[src/rtl/lldma_pkg.sv]
package lldma_pkg;

  localparam int CNT_W   = 12;
  localparam int SW_LSB  = 18;
  localparam int DW_LSB  = 21;
  localparam int SI_BIT  = 26;
  localparam int DI_BIT  = 27;
  localparam int TC_BIT  = 31;
  localparam int EN_BIT  = 0;

  typedef enum logic [2:0] {
    S_IDLE, S_RD, S_RDW, S_WR, S_CNT, S_FET, S_FETW, S_FIN
  } seq_st_t;

  // width code -> clamped log2 size (max 4 bytes)
  function automatic logic [1:0] clamp_code(input logic [2:0] c);
    return (c > 3'd2) ? 2'd2 : c[1:0];
  endfunction

  function automatic logic [2:0] code_bytes(input logic [1:0] c);
    return 3'd1 << c;
  endfunction

  // descriptor word offsets in fetch order: src, dst, ctrl, next
  function automatic logic [3:0] desc_off(input logic [1:0] i);
    case (i)
      2'd0:    return 4'd0;
      2'd1:    return 4'd4;
      2'd2:    return 4'd12;
      default: return 4'd8;
    endcase
  endfunction

  // place n low bytes of data into stage starting at byte off
  function automatic logic [31:0] merge_bytes(input logic [31:0] stage,
                                              input logic [31:0] data,
                                              input logic [2:0]  off,
                                              input logic [2:0]  n);
    logic [31:0] r;
    r = stage;
    for (int i = 0; i < 4; i++) begin
      if (i >= int'(off) && i < int'(off) + int'(n))
        r[8*i +: 8] = data[8*(i-int'(off)) +: 8];
    end
    return r;
  endfunction

endpackage

[src/rtl/lldma_regs.sv]
module lldma_regs
  import lldma_pkg::*;
#(
  parameter int ADDR_W = 32
) (
  input  logic              clk,
  input  logic              rst_n,
  input  logic              host_we,
  input  logic [2:0]        host_sel,
  input  logic [31:0]       host_wdata,
  input  logic              busy,
  input  logic              upd_src,
  input  logic [ADDR_W-1:0] upd_src_val,
  input  logic              upd_dst,
  input  logic [ADDR_W-1:0] upd_dst_val,
  input  logic              upd_ctrl,
  input  logic [31:0]       upd_ctrl_val,
  input  logic              upd_lli,
  input  logic [ADDR_W-1:0] upd_lli_val,
  input  logic              cnt_dec,
  input  logic              clr_en,
  output logic [ADDR_W-1:0] src_q,
  output logic [ADDR_W-1:0] dst_q,
  output logic [ADDR_W-1:0] lli_q,
  output logic [31:0]       ctrl_q,
  output logic [31:0]       cfg_q
);

  logic host_acc;
  assign host_acc = host_we && !busy;

  always_ff @(posedge clk) begin
    if (!rst_n) begin
      src_q  <= '0;
      dst_q  <= '0;
      lli_q  <= '0;
      ctrl_q <= '0;
      cfg_q  <= '0;
    end else begin
      if (host_acc) begin
        case (host_sel)
          3'd0: src_q  <= ADDR_W'(host_wdata);
          3'd1: dst_q  <= ADDR_W'(host_wdata);
          3'd2: lli_q  <= ADDR_W'(host_wdata);
          3'd3: ctrl_q <= host_wdata;
          3'd4: cfg_q  <= host_wdata;
          default: ;
        endcase
      end
      if (upd_src) src_q <= upd_src_val;
      if (upd_dst) dst_q <= upd_dst_val;
      if (upd_lli) lli_q <= upd_lli_val;
      if (upd_ctrl)
        ctrl_q <= upd_ctrl_val;
      else if (cnt_dec)
        ctrl_q[CNT_W-1:0] <= ctrl_q[CNT_W-1:0] - 1'b1;
      if (clr_en) cfg_q[EN_BIT] <= 1'b0;
    end
  end

  // the sequencer never decrements an exhausted count
  p_no_underflow_r7: assert property (@(posedge clk) disable iff (!rst_n)
    cnt_dec |-> ctrl_q[CNT_W-1:0] != '0);

  // upper control bits survive a decrement
  p_keep_upper_r7: assert property (@(posedge clk) disable iff (!rst_n)
    cnt_dec && !upd_ctrl |=> ctrl_q[31:CNT_W] == $past(ctrl_q[31:CNT_W]));

  // a host write while busy leaves the list pointer alone
  p_stall_r2: assert property (@(posedge clk) disable iff (!rst_n)
    busy && host_we && host_sel == 3'd2 && !upd_lli |=> lli_q == $past(lli_q));

endmodule

[src/rtl/lldma_seq.sv]
module lldma_seq
  import lldma_pkg::*;
#(
  parameter int ADDR_W = 32
) (
  input  logic              clk,
  input  logic              rst_n,
  input  logic              grant,
  input  logic              cfg_en,
  input  logic [CNT_W-1:0]  cnt,
  input  logic [2:0]        sw_code,
  input  logic [2:0]        dw_code,
  input  logic              src_inc,
  input  logic              dst_inc,
  input  logic              tc_en,
  input  logic [ADDR_W-1:0] src_q,
  input  logic [ADDR_W-1:0] dst_q,
  input  logic [ADDR_W-1:0] lli_q,
  output logic              mem_req_valid,
  input  logic              mem_req_ready,
  output logic              mem_req_write,
  output logic [ADDR_W-1:0] mem_req_addr,
  output logic [1:0]        mem_req_size,
  output logic [31:0]       mem_req_wdata,
  input  logic              mem_rsp_valid,
  input  logic [31:0]       mem_rsp_rdata,
  output logic              busy,
  output logic              tc_pulse,
  output logic              upd_src,
  output logic [ADDR_W-1:0] upd_src_val,
  output logic              upd_dst,
  output logic [ADDR_W-1:0] upd_dst_val,
  output logic              upd_ctrl,
  output logic [31:0]       upd_ctrl_val,
  output logic              upd_lli,
  output logic [ADDR_W-1:0] upd_lli_val,
  output logic              cnt_dec,
  output logic              clr_en
);

  seq_st_t     state;
  logic [2:0]  rd_off, wr_off;
  logic [31:0] stage;
  logic [1:0]  fidx;

  logic [1:0]  sw_c, dw_c;
  logic [2:0]  sw_b, dw_b, xs_b;
  logic        start, rd_done, wr_done, fet_done, last_elem;
  logic [3:0]  rd_next, wr_next;

  assign sw_c = clamp_code(sw_code);
  assign dw_c = clamp_code(dw_code);
  assign sw_b = code_bytes(sw_c);
  assign dw_b = code_bytes(dw_c);
  assign xs_b = (sw_b > dw_b) ? sw_b : dw_b;

  // named internal events
  assign start     = (state == S_IDLE) && grant && cfg_en && (cnt != '0);
  assign rd_done   = (state == S_RDW) && mem_rsp_valid;
  assign wr_done   = (state == S_WR) && mem_req_ready;
  assign fet_done  = (state == S_FETW) && mem_rsp_valid;
  assign last_elem = (cnt == CNT_W'(1));
  assign rd_next   = {1'b0, rd_off} + {1'b0, sw_b};
  assign wr_next   = {1'b0, wr_off} + {1'b0, dw_b};

  always_comb begin
    mem_req_valid = (state == S_RD) || (state == S_WR) || (state == S_FET);
    mem_req_write = (state == S_WR);
    mem_req_wdata = stage >> {wr_off, 3'b000};
    case (state)
      S_WR:    begin mem_req_addr = dst_q + ADDR_W'(wr_off);       mem_req_size = dw_c;  end
      S_FET:   begin mem_req_addr = lli_q + ADDR_W'(desc_off(fidx)); mem_req_size = 2'd2; end
      default: begin mem_req_addr = src_q;                         mem_req_size = sw_c;  end
    endcase
  end

  assign upd_src      = (rd_done && src_inc) || (fet_done && fidx == 2'd0);
  assign upd_src_val  = fet_done ? ADDR_W'(mem_rsp_rdata) : src_q + ADDR_W'(sw_b);
  assign upd_dst      = (wr_done && dst_inc) || (fet_done && fidx == 2'd1);
  assign upd_dst_val  = fet_done ? ADDR_W'(mem_rsp_rdata) : dst_q + ADDR_W'(sw_b);
  assign upd_ctrl     = fet_done && fidx == 2'd2;
  assign upd_ctrl_val = mem_rsp_rdata;
  assign upd_lli      = fet_done && fidx == 2'd3;
  assign upd_lli_val  = ADDR_W'(mem_rsp_rdata);
  assign cnt_dec      = (state == S_CNT);
  assign clr_en       = (state == S_CNT) && last_elem && (lli_q == '0);
  assign busy         = (state != S_IDLE);
  assign tc_pulse     = (state == S_FIN) && tc_en;

  always_ff @(posedge clk) begin
    if (!rst_n) begin
      state  <= S_IDLE;
      rd_off <= '0;
      wr_off <= '0;
      stage  <= '0;
      fidx   <= '0;
    end else begin
      case (state)
        S_IDLE: if (start) begin
          state  <= S_RD;
          rd_off <= '0;
          wr_off <= '0;
          stage  <= '0;
        end
        S_RD:  if (mem_req_ready) state <= S_RDW;
        S_RDW: if (rd_done) begin
          stage  <= merge_bytes(stage, mem_rsp_rdata, rd_off, sw_b);
          rd_off <= rd_next[2:0];
          state  <= (rd_next >= {1'b0, dw_b}) ? S_WR : S_RD;
        end
        S_WR: if (wr_done) begin
          wr_off <= wr_next[2:0];
          if (wr_next >= {1'b0, xs_b}) state <= S_CNT;
        end
        S_CNT: begin
          fidx <= '0;
          if (!last_elem)          state <= S_IDLE;
          else if (lli_q != '0)    state <= S_FET;
          else                     state <= S_FIN;
        end
        S_FET:  if (mem_req_ready) state <= S_FETW;
        S_FETW: if (fet_done) begin
          fidx  <= fidx + 2'd1;
          state <= (fidx == 2'd3) ? S_FIN : S_FET;
        end
        default: state <= S_IDLE;
      endcase
    end
  end

  // a pending request keeps its fields until accepted
  p_req_hold_r11: assert property (@(posedge clk) disable iff (!rst_n)
    mem_req_valid && !mem_req_ready |=> mem_req_valid && $stable(mem_req_addr)
                                        && $stable(mem_req_write) && $stable(mem_req_size));

  // access size never exceeds four bytes
  p_size_clamp_r4: assert property (@(posedge clk) disable iff (!rst_n)
    mem_req_valid |-> mem_req_size <= 2'd2);

  // busy only begins after an enabled grant
  p_start_grant_r3: assert property (@(posedge clk) disable iff (!rst_n)
    $rose(busy) |-> $past(grant) && $past(cfg_en));

  // terminal-count pulse only inside an element
  p_tc_busy_r10: assert property (@(posedge clk) disable iff (!rst_n)
    tc_pulse |-> busy);

  // the pulse marks the final busy cycle
  p_tc_last_r12: assert property (@(posedge clk) disable iff (!rst_n)
    tc_pulse |=> !busy);

endmodule

[src/rtl/lldma_chan.sv]
module lldma_chan
  import lldma_pkg::*;
#(
  parameter int ADDR_W = 32
) (
  input  logic              clk,
  input  logic              rst_n,
  input  logic              host_we,
  input  logic [2:0]        host_sel,
  input  logic [31:0]       host_wdata,
  output logic              host_ready,
  input  logic              grant,
  output logic              busy,
  output logic              tc_pulse,
  output logic [ADDR_W-1:0] src_addr,
  output logic [ADDR_W-1:0] dst_addr,
  output logic [ADDR_W-1:0] lli_addr,
  output logic [31:0]       ctrl_word,
  output logic [31:0]       cfg_word,
  output logic              mem_req_valid,
  input  logic              mem_req_ready,
  output logic              mem_req_write,
  output logic [ADDR_W-1:0] mem_req_addr,
  output logic [1:0]        mem_req_size,
  output logic [31:0]       mem_req_wdata,
  input  logic              mem_rsp_valid,
  input  logic [31:0]       mem_rsp_rdata
);

  logic              upd_src, upd_dst, upd_ctrl, upd_lli, cnt_dec, clr_en;
  logic [ADDR_W-1:0] upd_src_val, upd_dst_val, upd_lli_val;
  logic [31:0]       upd_ctrl_val;

  assign host_ready = !busy;

  lldma_regs #(.ADDR_W(ADDR_W)) u_regs (
    .clk, .rst_n, .host_we, .host_sel, .host_wdata, .busy,
    .upd_src, .upd_src_val, .upd_dst, .upd_dst_val,
    .upd_ctrl, .upd_ctrl_val, .upd_lli, .upd_lli_val,
    .cnt_dec, .clr_en,
    .src_q(src_addr), .dst_q(dst_addr), .lli_q(lli_addr),
    .ctrl_q(ctrl_word), .cfg_q(cfg_word)
  );

  lldma_seq #(.ADDR_W(ADDR_W)) u_seq (
    .clk, .rst_n, .grant,
    .cfg_en (cfg_word[EN_BIT]),
    .cnt    (ctrl_word[CNT_W-1:0]),
    .sw_code(ctrl_word[SW_LSB +: 3]),
    .dw_code(ctrl_word[DW_LSB +: 3]),
    .src_inc(ctrl_word[SI_BIT]),
    .dst_inc(ctrl_word[DI_BIT]),
    .tc_en  (ctrl_word[TC_BIT]),
    .src_q(src_addr), .dst_q(dst_addr), .lli_q(lli_addr),
    .mem_req_valid, .mem_req_ready, .mem_req_write, .mem_req_addr,
    .mem_req_size, .mem_req_wdata, .mem_rsp_valid, .mem_rsp_rdata,
    .busy, .tc_pulse,
    .upd_src, .upd_src_val, .upd_dst, .upd_dst_val,
    .upd_ctrl, .upd_ctrl_val, .upd_lli, .upd_lli_val,
    .cnt_dec, .clr_en
  );

endmodule

[config.mk]
export PLATFORM = sky130hd
export DESIGN_NAME = lldma_chan
export DESIGN_NICKNAME = d
export VERILOG_FILES = /design/src/rtl/lldma_pkg.sv /design/src/rtl/lldma_regs.sv /design/src/rtl/lldma_seq.sv /design/src/rtl/lldma_chan.sv
export SDC_FILE = /design/constraint.sdc
export NUM_CORES = 1
export LEC_CHECK = 0
export BUFFER_PORTS_ARGS = -buffer_cell sky130_fd_sc_hd__buf_4
export CORE_MARGIN = 2
export CORE_UTILIZATION = 40
export DETAILED_ROUTE_END_ITERATION = 8
export GPL_ROUTABILITY_DRIVEN = 0
export PLACE_DENSITY = 0.67
export SETUP_SLACK_MARGIN = 0.3
export SKIP_LAST_GASP = 1
export SLEW_MARGIN = 30
export SYNTH_ARGS = -nofsm -noshare
export SYNTH_HDL_FRONTEND = slang
export SYNTH_HIERARCHICAL = 1
export SYNTH_SLANG_ARGS = --single-unit
[constraint.sdc]
create_clock -name clk -period 3.7 [get_ports clk]
set_input_delay 0.555 -clock clk [delete_from_list [all_inputs] [get_ports clk]]
set_output_delay 0.555 -clock clk [all_outputs]
set_load 0.005 [all_outputs]
==> impl_metrics.ini, run 1 <==
[floorplanning]
io_pins = 304
coreArea_mm2 = 0.0377
die_w_um = 200
die-area_mm2 = 0.0399
start_util = 0.407
die_y_um = 200
std_cell_rows = 71

[critical_path]
crit_family = simple AND/OR/NAND/NOR gates
r2r_slack_ps = 410
r2r-start = u_regs/ctrl_q[22]
crit_start = u_seq/fidx[0]
worstSetupPathType = flop to primary output
crit_arrival_ps = 2990
crit_cells = 11
cp-start-kind = flop
crit_fanout = 4
r2r_cells = 10
cp_num_buf_inv = 2
cpPeakStageDelay_ps = 370
end_kind = primary output
crit_path_end = mem_req_addr[31]
worstPathCellList = inv_4, ha_2, or2_4, ha_4, a21o_1, and3_4, nand3_4, nor3_4, xnor2_1, o221ai_2, buf_4
cpMaxStageDelayCell = dfxtp_4
critPathRequiredTime_ps = 3140
r2r_end = u_seq/state[0]

[detailed_routing]
finalWirelength_um = 66600
dr.pass1.iters = 5
wl_per_cell_um = 24.2
antenna_left = 0
drc = 0
dr.first_iter.drc_count = 2491
vias_per_cell = 6.20
num_vias = 17019

[logic_synthesis]
ys_warn_count = 6
synth_area_per_cell_um2 = 7.52
synthArstFlopShare = 0
synth_top_area_share = 0.265
yosysTopAreaCell = dfxtp_1
yosys_register_bits = 203
yosysUniqueCellTypes = 90
ys_seq_area_frac = 0.265
syn-num-nets = 2146
synth_edf_count = 0
synthCells = 2037
ys_dominant_reg_cell = dfxtp_1
synthTopCellsByArea = dfxtp_1 27%, nand2_1 7.7%, nor2_1 6.0%, mux2i_1 5.0%, a311oi_1 4.9%
syn_area_mm2 = 0.0153

[cts]
cts_inserted_buffers = 25
root_buffer = clkbuf_16
cts_tree = done
clk_pin_slew_ps = 70
clock_sinks = 203
clock_path_buffers = 3
insertion_delay_ps = 550
htree_levels = 1

[sta]
worst_slew_pin_slew_ps = 894
rsz0062_at_grt = true
fmax_mhz = 282
setup_tns_ps = 0
hold_slack_ps = 317
relSlewSlack = 0.403
hold_viol = 0
period_share = 0.957
maxSlewViolCount = 0
setup_viol = 0
clock_skew_ps = 17.5
min_period_ps = 3540

[global_route]
grt_max_degree = 92
antenna_found_initial = 0
grt_pass1_vias = 15590
globalRoute.totalOverflow = 0
grt_pass1_wl_um = 97300
gr-usage-all-layers = 0.320

[power_and_ir_drop]
vdd_ir_drop_max_v = 0.000268
p_per_area_mw_per_mm2 = 296
leakage_nw = 7.02
totalPowerFinal_mw = 5.58

[place]
dpl.hpwl_um = 48500
io_buffers = 303

[final_layout]
diodes = 0
final_common_cell = buf_4
finalNetCount = 2328
syn2layout_area_growth_pct = 23.2
layout_common_cells = 368 x buf_4, 315 x nand2_1, 237 x nor2_1, 195 x dfxtp_1, 122 x a21oi_1
drive_gt1_frac = 0.234

[flow_run]
maxCapViolCount = 0

[run_status]
status = completed

[worst_hold_path]
hold_path_class = input pin to flop
-- tightest hold or removal path, delay by kind of cell --
kind	cells	cell delay, ps
and+or+nand+nor	1	60
buffers and inverters	1	140
AOI/OAI and AO/OA	1	50
-- worst min-delay path by stage --
| stage | from | endpoint | slack, ps | cells past startpoint |
|---|---|---|---|---|
| 3_5_place_dp | u_seq/stage[3] | u_seq/stage[3] | 450 | 2 |
| 3_3_place_gp | u_seq/stage[3] | u_seq/stage[3] | 440 | 2 |
| 5_1_grt | host_wdata[20] | u_regs/cfg_q[20] | 320 | 3 |
| 4_1_cts | host_wdata[30] | u_regs/cfg_q[30] | 300 | 3 |
| 6_report | host_wdata[30] | u_regs/cfg_q[30] | 320 | 3 |
| 2_1_floorplan | u_seq/stage[0] | u_seq/stage[0] | 430 | 2 |
-- synthesized netlist by cell type (27+ instances only) --
| master | instances |
|---|---|
| a211oi_1 | 59 |
| nand2_1 | 315 |
| ha_1 | 30 |
| buf_4 | 64 |
| nor2_1 | 244 |
| clkbuf_1 | 126 |
| xor2_1 | 58 |
| mux2i_1 | 77 |
| inv_1 | 33 |
| and2_1 | 27 |
| a21oi_1 | 125 |
| nand4_1 | 37 |
| a311oi_1 | 85 |
| nand3_1 | 118 |
| dfxtp_1 | 203 |
| xnor2_1 | 65 |
| o21ai_0 | 50 |
-- metrics by stage --
step / util / instance area (um2) / setup slack, ps / cells
after floorplan: - / 15300 / 390 / 2037
after global placement: 0.468 / 17600 / 269 / 2690
after detailed placement: 0.468 / 17600 / 174 / 2690
after CTS: 0.498 / 18800 / 230 / 2745
after global routing: 0.501 / 18900 / 132 / 2747
final: 0.501 / 18900 / 159 / 2747
-- repair_timing --
item	4_1_cts	5_1_grt
resized for setup	53	21
endpoints found under the setup margin	28	47
cloned	0	0
pin swaps	18	13
buffers inserted	11	2
hold buffers	0	0
endpoints found under the hold margin	0	0
-- flip-flops by register name (all words and copies together) (netlist names) --
name / count
u_regs/cfg_q: 32
u_regs/ctrl_q: 32
u_seq/stage: 32
u_seq/state: 3
u_regs/dst_q: 32
u_seq/wr_off: 3
u_seq/fidx: 2
u_regs/lli_q: 32
u_regs/src_q: 32
u_seq/rd_off: 3
-- power by group --
| part | switching (mW) | internal (mW) |
|---|---|---|
| sequential | 0.0800 | 2.23 |
| clock | 1.03 | 1.58 |
| combinational | 0.396 | 0.265 |
-- cell type report --
type | instances | area (um2)
clock buffer | 39 | 748
clock inverter | 5 | 100
inverter | 39 | 155
tap | 511 | 639
timing repair buffer | 376 | 2890
multi-input combinational | 1574 | 10300
sequential | 203 | 4080
fill | 3682 | 18800
-- layer usage --
metal  routed length, um  GRT usage  up-vias
met5                   0          0        -
met4                3890      0.166        0
met3                7970     0.0776      237
met2               29000      0.491     1196
met1               25700      0.415     7994
li1                    -          -     7592
-- logic make-up (layout without fill, tap and decap cells) --
family | after synthesis | count (layout) | synth area share
AO/OA/AOI/OAI | 421 | 421 | 0.191
flip-flops | 203 | 203 | 0.265
AND/OR/NAND/NOR | 884 | 884 | 0.265
XOR/XNOR | 123 | 123 | 0.0703
multiplexers | 109 | 109 | 0.0921
adder cells (fa/ha/maj) | 37 | 37 | 0.0330
buffers and inverters | 260 | 459 | 0.0835
(Power assumes the default switching activity.)
==> run 2: changes to the inputs <==
- BUFFER_PORTS_ARGS: -buffer_cell sky130_fd_sc_hd__buf_4 -> -buffer_cell sky130_fd_sc_hd__buf_2
==> run 2 against run 1 <==
Sequential power is essentially flat; non-clock buffer count grew 6; combinational power shrank 7.6%; fmax grew 0.19%.
==> impl_metrics.ini, run 2 (synthesis results as in run 1) <==
[run_status]
status = completed

[detailed_routing]
antenna_left = 0
vias_per_cell = 6.16
finalWirelength_um = 65900
num_vias = 16955
dr.pass1.iters = 6
drc = 0
wl_per_cell_um = 23.9
dr.first_iter.drc_count = 2313

[cts]
clock_path_buffers = 3
clock_sinks = 203
cts_tree = done
insertion_delay_ps = 540
htree_levels = 1
cts_inserted_buffers = 25
clk_pin_slew_ps = 60
root_buffer = clkbuf_16
cts-hold-fix-buffers = 0

[power_and_ir_drop]
leakage_nw = 6.98
p_per_area_mw_per_mm2 = 296
vdd_ir_drop_max_v = 0.000380

[final_layout]
drive_gt1_frac = 0.236
final_common_cell = nand2_1
layout_common_cells = 315 x nand2_1, 303 x buf_2, 240 x nor2_1, 193 x dfxtp_1, 122 x a21oi_1
num-fill-cells = 3728
syn2layout_area_growth_pct = 17.8
finalNetCount = 2334

[critical_path]
cpMaxStageDelayCell = or3_1
cp-start-kind = flop
worstPathCellList = inv_4, ha_2, or2_4, ha_4, a21o_1, nand4b_1, or3_1, a21oi_2, a221o_1, buf_2
critPathRequiredTime_ps = 3140
cp_num_buf_inv = 2
crit_family = simple AND/OR/NAND/NOR gates
end_kind = primary output
cpPeakStageDelay_ps = 430
worstSetupPathType = flop to primary output
crit_arrival_ps = 2980
crit_fanout = 4

[floorplanning]
coreArea_mm2 = 0.0377
io_pins = 304
die_w_um = 200
die-area_mm2 = 0.0399
start_util = 0.407
std_cell_rows = 71
die_y_um = 200

[sta]
period_share = 0.955
hold_viol = 0
min_period_ps = 3530
setup_tns_ps = 0
maxSlewViolCount = 0
layout_setup_ws_ps = 165
rsz0062_at_grt = true
fmax_mhz = 283
setup_viol = 0
clock_skew_ps = 22.8
relSlewSlack = 0.303
worst_slew_pin_slew_ps = 1050

[global_route]
grt_pass1_vias = 15579
globalRoute.totalOverflow = 0
gr-usage-all-layers = 0.319
antenna_found_initial = 1
grt_pass1_wl_um = 97000
grt_max_degree = 103

[place]
dp_slack_ps = 228
io_buffers = 303
dpl.hpwl_um = 48300

[worst_hold_path]
hold_path_class = input pin to flop

[flow_run]
maxCapViolCount = 0
==> run 2: cell count changes in the layout (fill, tap and decap cells not counted), moves of 4 or more <==
cell,before,now
clkbuf_1,7,3
buf_4,368,74
buf_2,0,303
clkinv_2,3,11
==> run 2: worst min-delay path, cell delays in order <==
cell and delay, ps:
buf_2 140, nand3_1 70, a21boi_0 70
==> run 2: through the flow <==
step,hold slack (ps),cell area [um2],power (mW),util,std cells
after floorplan,430,15300,2.67,-,2037
after global placement,441,16900,2.93,0.449,2697
after detailed placement,444,16900,2.94,0.449,2697
after CTS,324,18000,5.32,0.477,2749
after global routing,335,18000,5.46,0.479,2753
final,340,18000,5.33,0.479,2754
==> run 2: area by class of cell <==
| class | instances | area (um2) | share of cell area |
|---|---|---|---|
| multi-input combinational | 1574 | 10200 | 0.567 |
| tap | 511 | 639 | 0.0354 |
| antenna | 1 | 2.50 | 0.000139 |
| timing repair buffer | 382 | 2150 | 0.119 |
| clock buffer | 32 | 692 | 0.0383 |
| inverter | 39 | 159 | 0.00881 |
| sequential | 203 | 4080 | 0.226 |
| clock inverter | 12 | 87.6 | 0.00485 |
==> run 2: path summary, 6_finish.rpt <==
path	from	slack, ps	end	depth (start not counted)
setup / recovery	u_seq/fidx[0]	170	mem_req_addr[17]	10
hold / removal	mem_req_ready	340	u_seq/wr_off[2]	3
setup reg to reg	u_regs/ctrl_q[20]	480	u_regs/dst_q[26]	11
hold reg to reg	u_seq/stage[5]	450	u_seq/stage[5]	2
==> run 2: power by group <==
group / internal (mW) / leakage [nW] / switching (mW)
combinational: 0.215 / 4.94 / 0.396
sequential: 2.23 / 1.65 / 0.0753
clock: 1.38 / 0.394 / 1.04
total: 3.82 / 6.98 / 1.51
==> run 2: metal layers <==
| layer | global-route usage | share of wire | vias to the layer above |
|---|---|---|---|
| li1 | - | - | 7604 |
| met1 | 0.420 | 0.39 | 7927 |
| met2 | 0.486 | 0.43 | 1218 |
| met3 | 0.0677 | 0.12 | 206 |
| met4 | 0.172 | 0.061 | 0 |
| met5 | 0 | 0 | - |
==> run 2: timing repair <==
action / CTS / global route
pin swaps: 15 / 7
endpoints found under the setup margin: 28 / 50
cloned: 0 / 0
buffers inserted: 8 / 4
resized for setup: 56 / 10
hold endpoints to repair: 0 / 0
==> run 3: changes to the inputs <==
- PLACE_DENSITY: 0.67 -> 0.63
==> run 3 against run 2 <==
Non-clock buffer count grew 4; die area is the same; setup slack lost 22 ps; utilization grew 0.85 points; fmax shrank 0.63%; global-route usage grew 0.23 points; via count grew 0.73%; combinational power is essentially flat; routed wire length grew 1.5%; clock power grew 7%; critical path depth is the same; worst hold slack lost 32 ps; critical path type unchanged.
==> impl_metrics.ini, run 3 (synthesis results as in run 1) <==
[sta]
hold_slack_ps = 308
period_share = 0.961
worst_slew_pin_slew_ps = 890
maxSlewViolCount = 0
hold_viol = 0
setup_tns_ps = 0
min_period_ps = 3560
relSlewSlack = 0.406
rsz0062_at_grt = true
clock_skew_ps = 14.1
setup_viol = 0
fmax_mhz = 281

[worst_hold_path]
worst_hold_startpoint = host_wdata[27]
hold_end = u_regs/cfg_q[27]
holdPathStages = 3
hold_path_class = input pin to flop

[cts]
cts_tree = done
clock_path_buffers = 3
clk_pin_slew_ps = 60
cts-hold-fix-buffers = 0
insertion_delay_ps = 560
root_buffer = clkbuf_16
cts_inserted_buffers = 25
clock_sinks = 203
htree_levels = 1

[floorplanning]
std_cell_rows = 71
die-area_mm2 = 0.0399
die_y_um = 200
io_pins = 304
start_util = 0.407
coreArea_mm2 = 0.0377
die_w_um = 200

[detailed_routing]
antenna_left = 0
vias_per_cell = 6.19
wl_per_cell_um = 24.2
num_vias = 17078
finalWirelength_um = 66900
drc = 0
dr.first_iter.drc_count = 2078
dr.pass1.iters = 5

[critical_path]
r2r_slack_ps = 480
worstPathCellList = buf_12, ha_4, or2_4, ha_4, a21o_1, nand4b_1, or3_1, a21oi_2, a221o_1, buf_2
end_kind = primary output
critPathRequiredTime_ps = 3140
cp-start-kind = flop
cpMaxStageDelayCell = or3_1
cpPeakStageDelay_ps = 390
cp_num_buf_inv = 2
cp_common_cell = ha_4
r2r-start = u_regs/ctrl_q[20]
crit_arrival_ps = 3000
crit_fanout = 4
crit_family = simple AND/OR/NAND/NOR gates
worstSetupPathType = flop to primary output
r2r_end = u_regs/dst_q[24]
r2r_cells = 12

[run_status]
status = completed

[final_layout]
layout_common_cells = 314 x nand2_1, 303 x buf_2, 236 x nor2_1, 195 x dfxtp_1, 121 x a21oi_1
finalNetCount = 2338
final_common_cell = nand2_1
syn2layout_area_growth_pct = 19.9
drive_gt1_frac = 0.248
num-fill-cells = 3758
seqCellArea_mm2 = 0.00408
multi_input_area_mm2 = 0.0104

[global_route]
globalRoute.totalOverflow = 0
grt_pass1_wl_um = 97000
grt_max_degree = 90
grt_pass1_vias = 15503
gr-usage-all-layers = 0.321
antenna_found_initial = 0

[flow_run]
maxCapViolCount = 0

[power_and_ir_drop]
p_per_area_mw_per_mm2 = 300
leakage_nw = 7.09
vdd_ir_drop_max_v = 0.000330

[place]
dpl.hpwl_um = 49000
io_buffers = 303
-- run 3: through the flow --
step / cells / util / power [mW] / setup slack (ps) / area [um2]
6_report: 2758 / 0.487 / 5.51 / 143 / 18400
3_5_place_dp: 2693 / 0.449 / 2.94 / 301 / 16900
4_1_cts: 2747 / 0.480 / 5.52 / 199 / 18100
2_1_floorplan: 2037 / - / 2.67 / 390 / 15300
3_3_place_gp: 2693 / 0.449 / 2.93 / 304 / 16900
5_1_grt: 2757 / 0.487 / 5.66 / 109 / 18400
-- run 3: layer usage --
metal,global-route usage,share of wire,up-vias
met5,0,0,-
met4,0.168,0.058,0
met3,0.0744,0.12,202
met2,0.484,0.43,1105
met1,0.425,0.40,8152
li1,-,-,7619
-- run 3: worst min-delay path, cell delays in order --
cell,delay (ps)
buf_2,140
nand2_1,60
a21oi_1,50
-- run 3: final cells by class --
class                           instances  area share
Multi-Input combinational cell       1574       0.567
Clock inverter                         10     0.00606
Inverter                               39     0.00845
Clock buffer                           34      0.0397
Antenna cell                            1    0.000136
Sequential cell                       203       0.222
Tap cell                              511      0.0348
Timing Repair Buffer                  386       0.122
-- run 3: where the power goes --
part           internal [mW]  switching (mW)
clock network           1.52            1.08
registers               2.23          0.0790
logic                  0.214           0.398
total                   3.96            1.55
-- run 3: worst max-delay path by stage --
| stage | cells after the start | to | startpoint | slack, ps |
|---|---|---|---|---|
| after floorplan | 12 | u_seq/state[0] | u_seq/wr_off[1] | 390 |
| after global placement | 11 | mem_req_addr[16] | u_seq/fidx[0] | 300 |
| after detailed placement | 11 | mem_req_addr[30] | u_seq/fidx[0] | 300 |
| after CTS | 12 | mem_req_addr[16] | u_seq/fidx[0] | 200 |
| after global routing | 11 | mem_req_addr[31] | u_seq/fidx[0] | 110 |
| final | 10 | mem_req_addr[17] | u_seq/fidx[0] | 140 |
-- run 3: timing repair --
action,in CTS,in global routing
cloned,0,0
endpoints found under the setup margin,28,66
pin swaps,20,28
resized for setup,63,38
buffers inserted,10,10
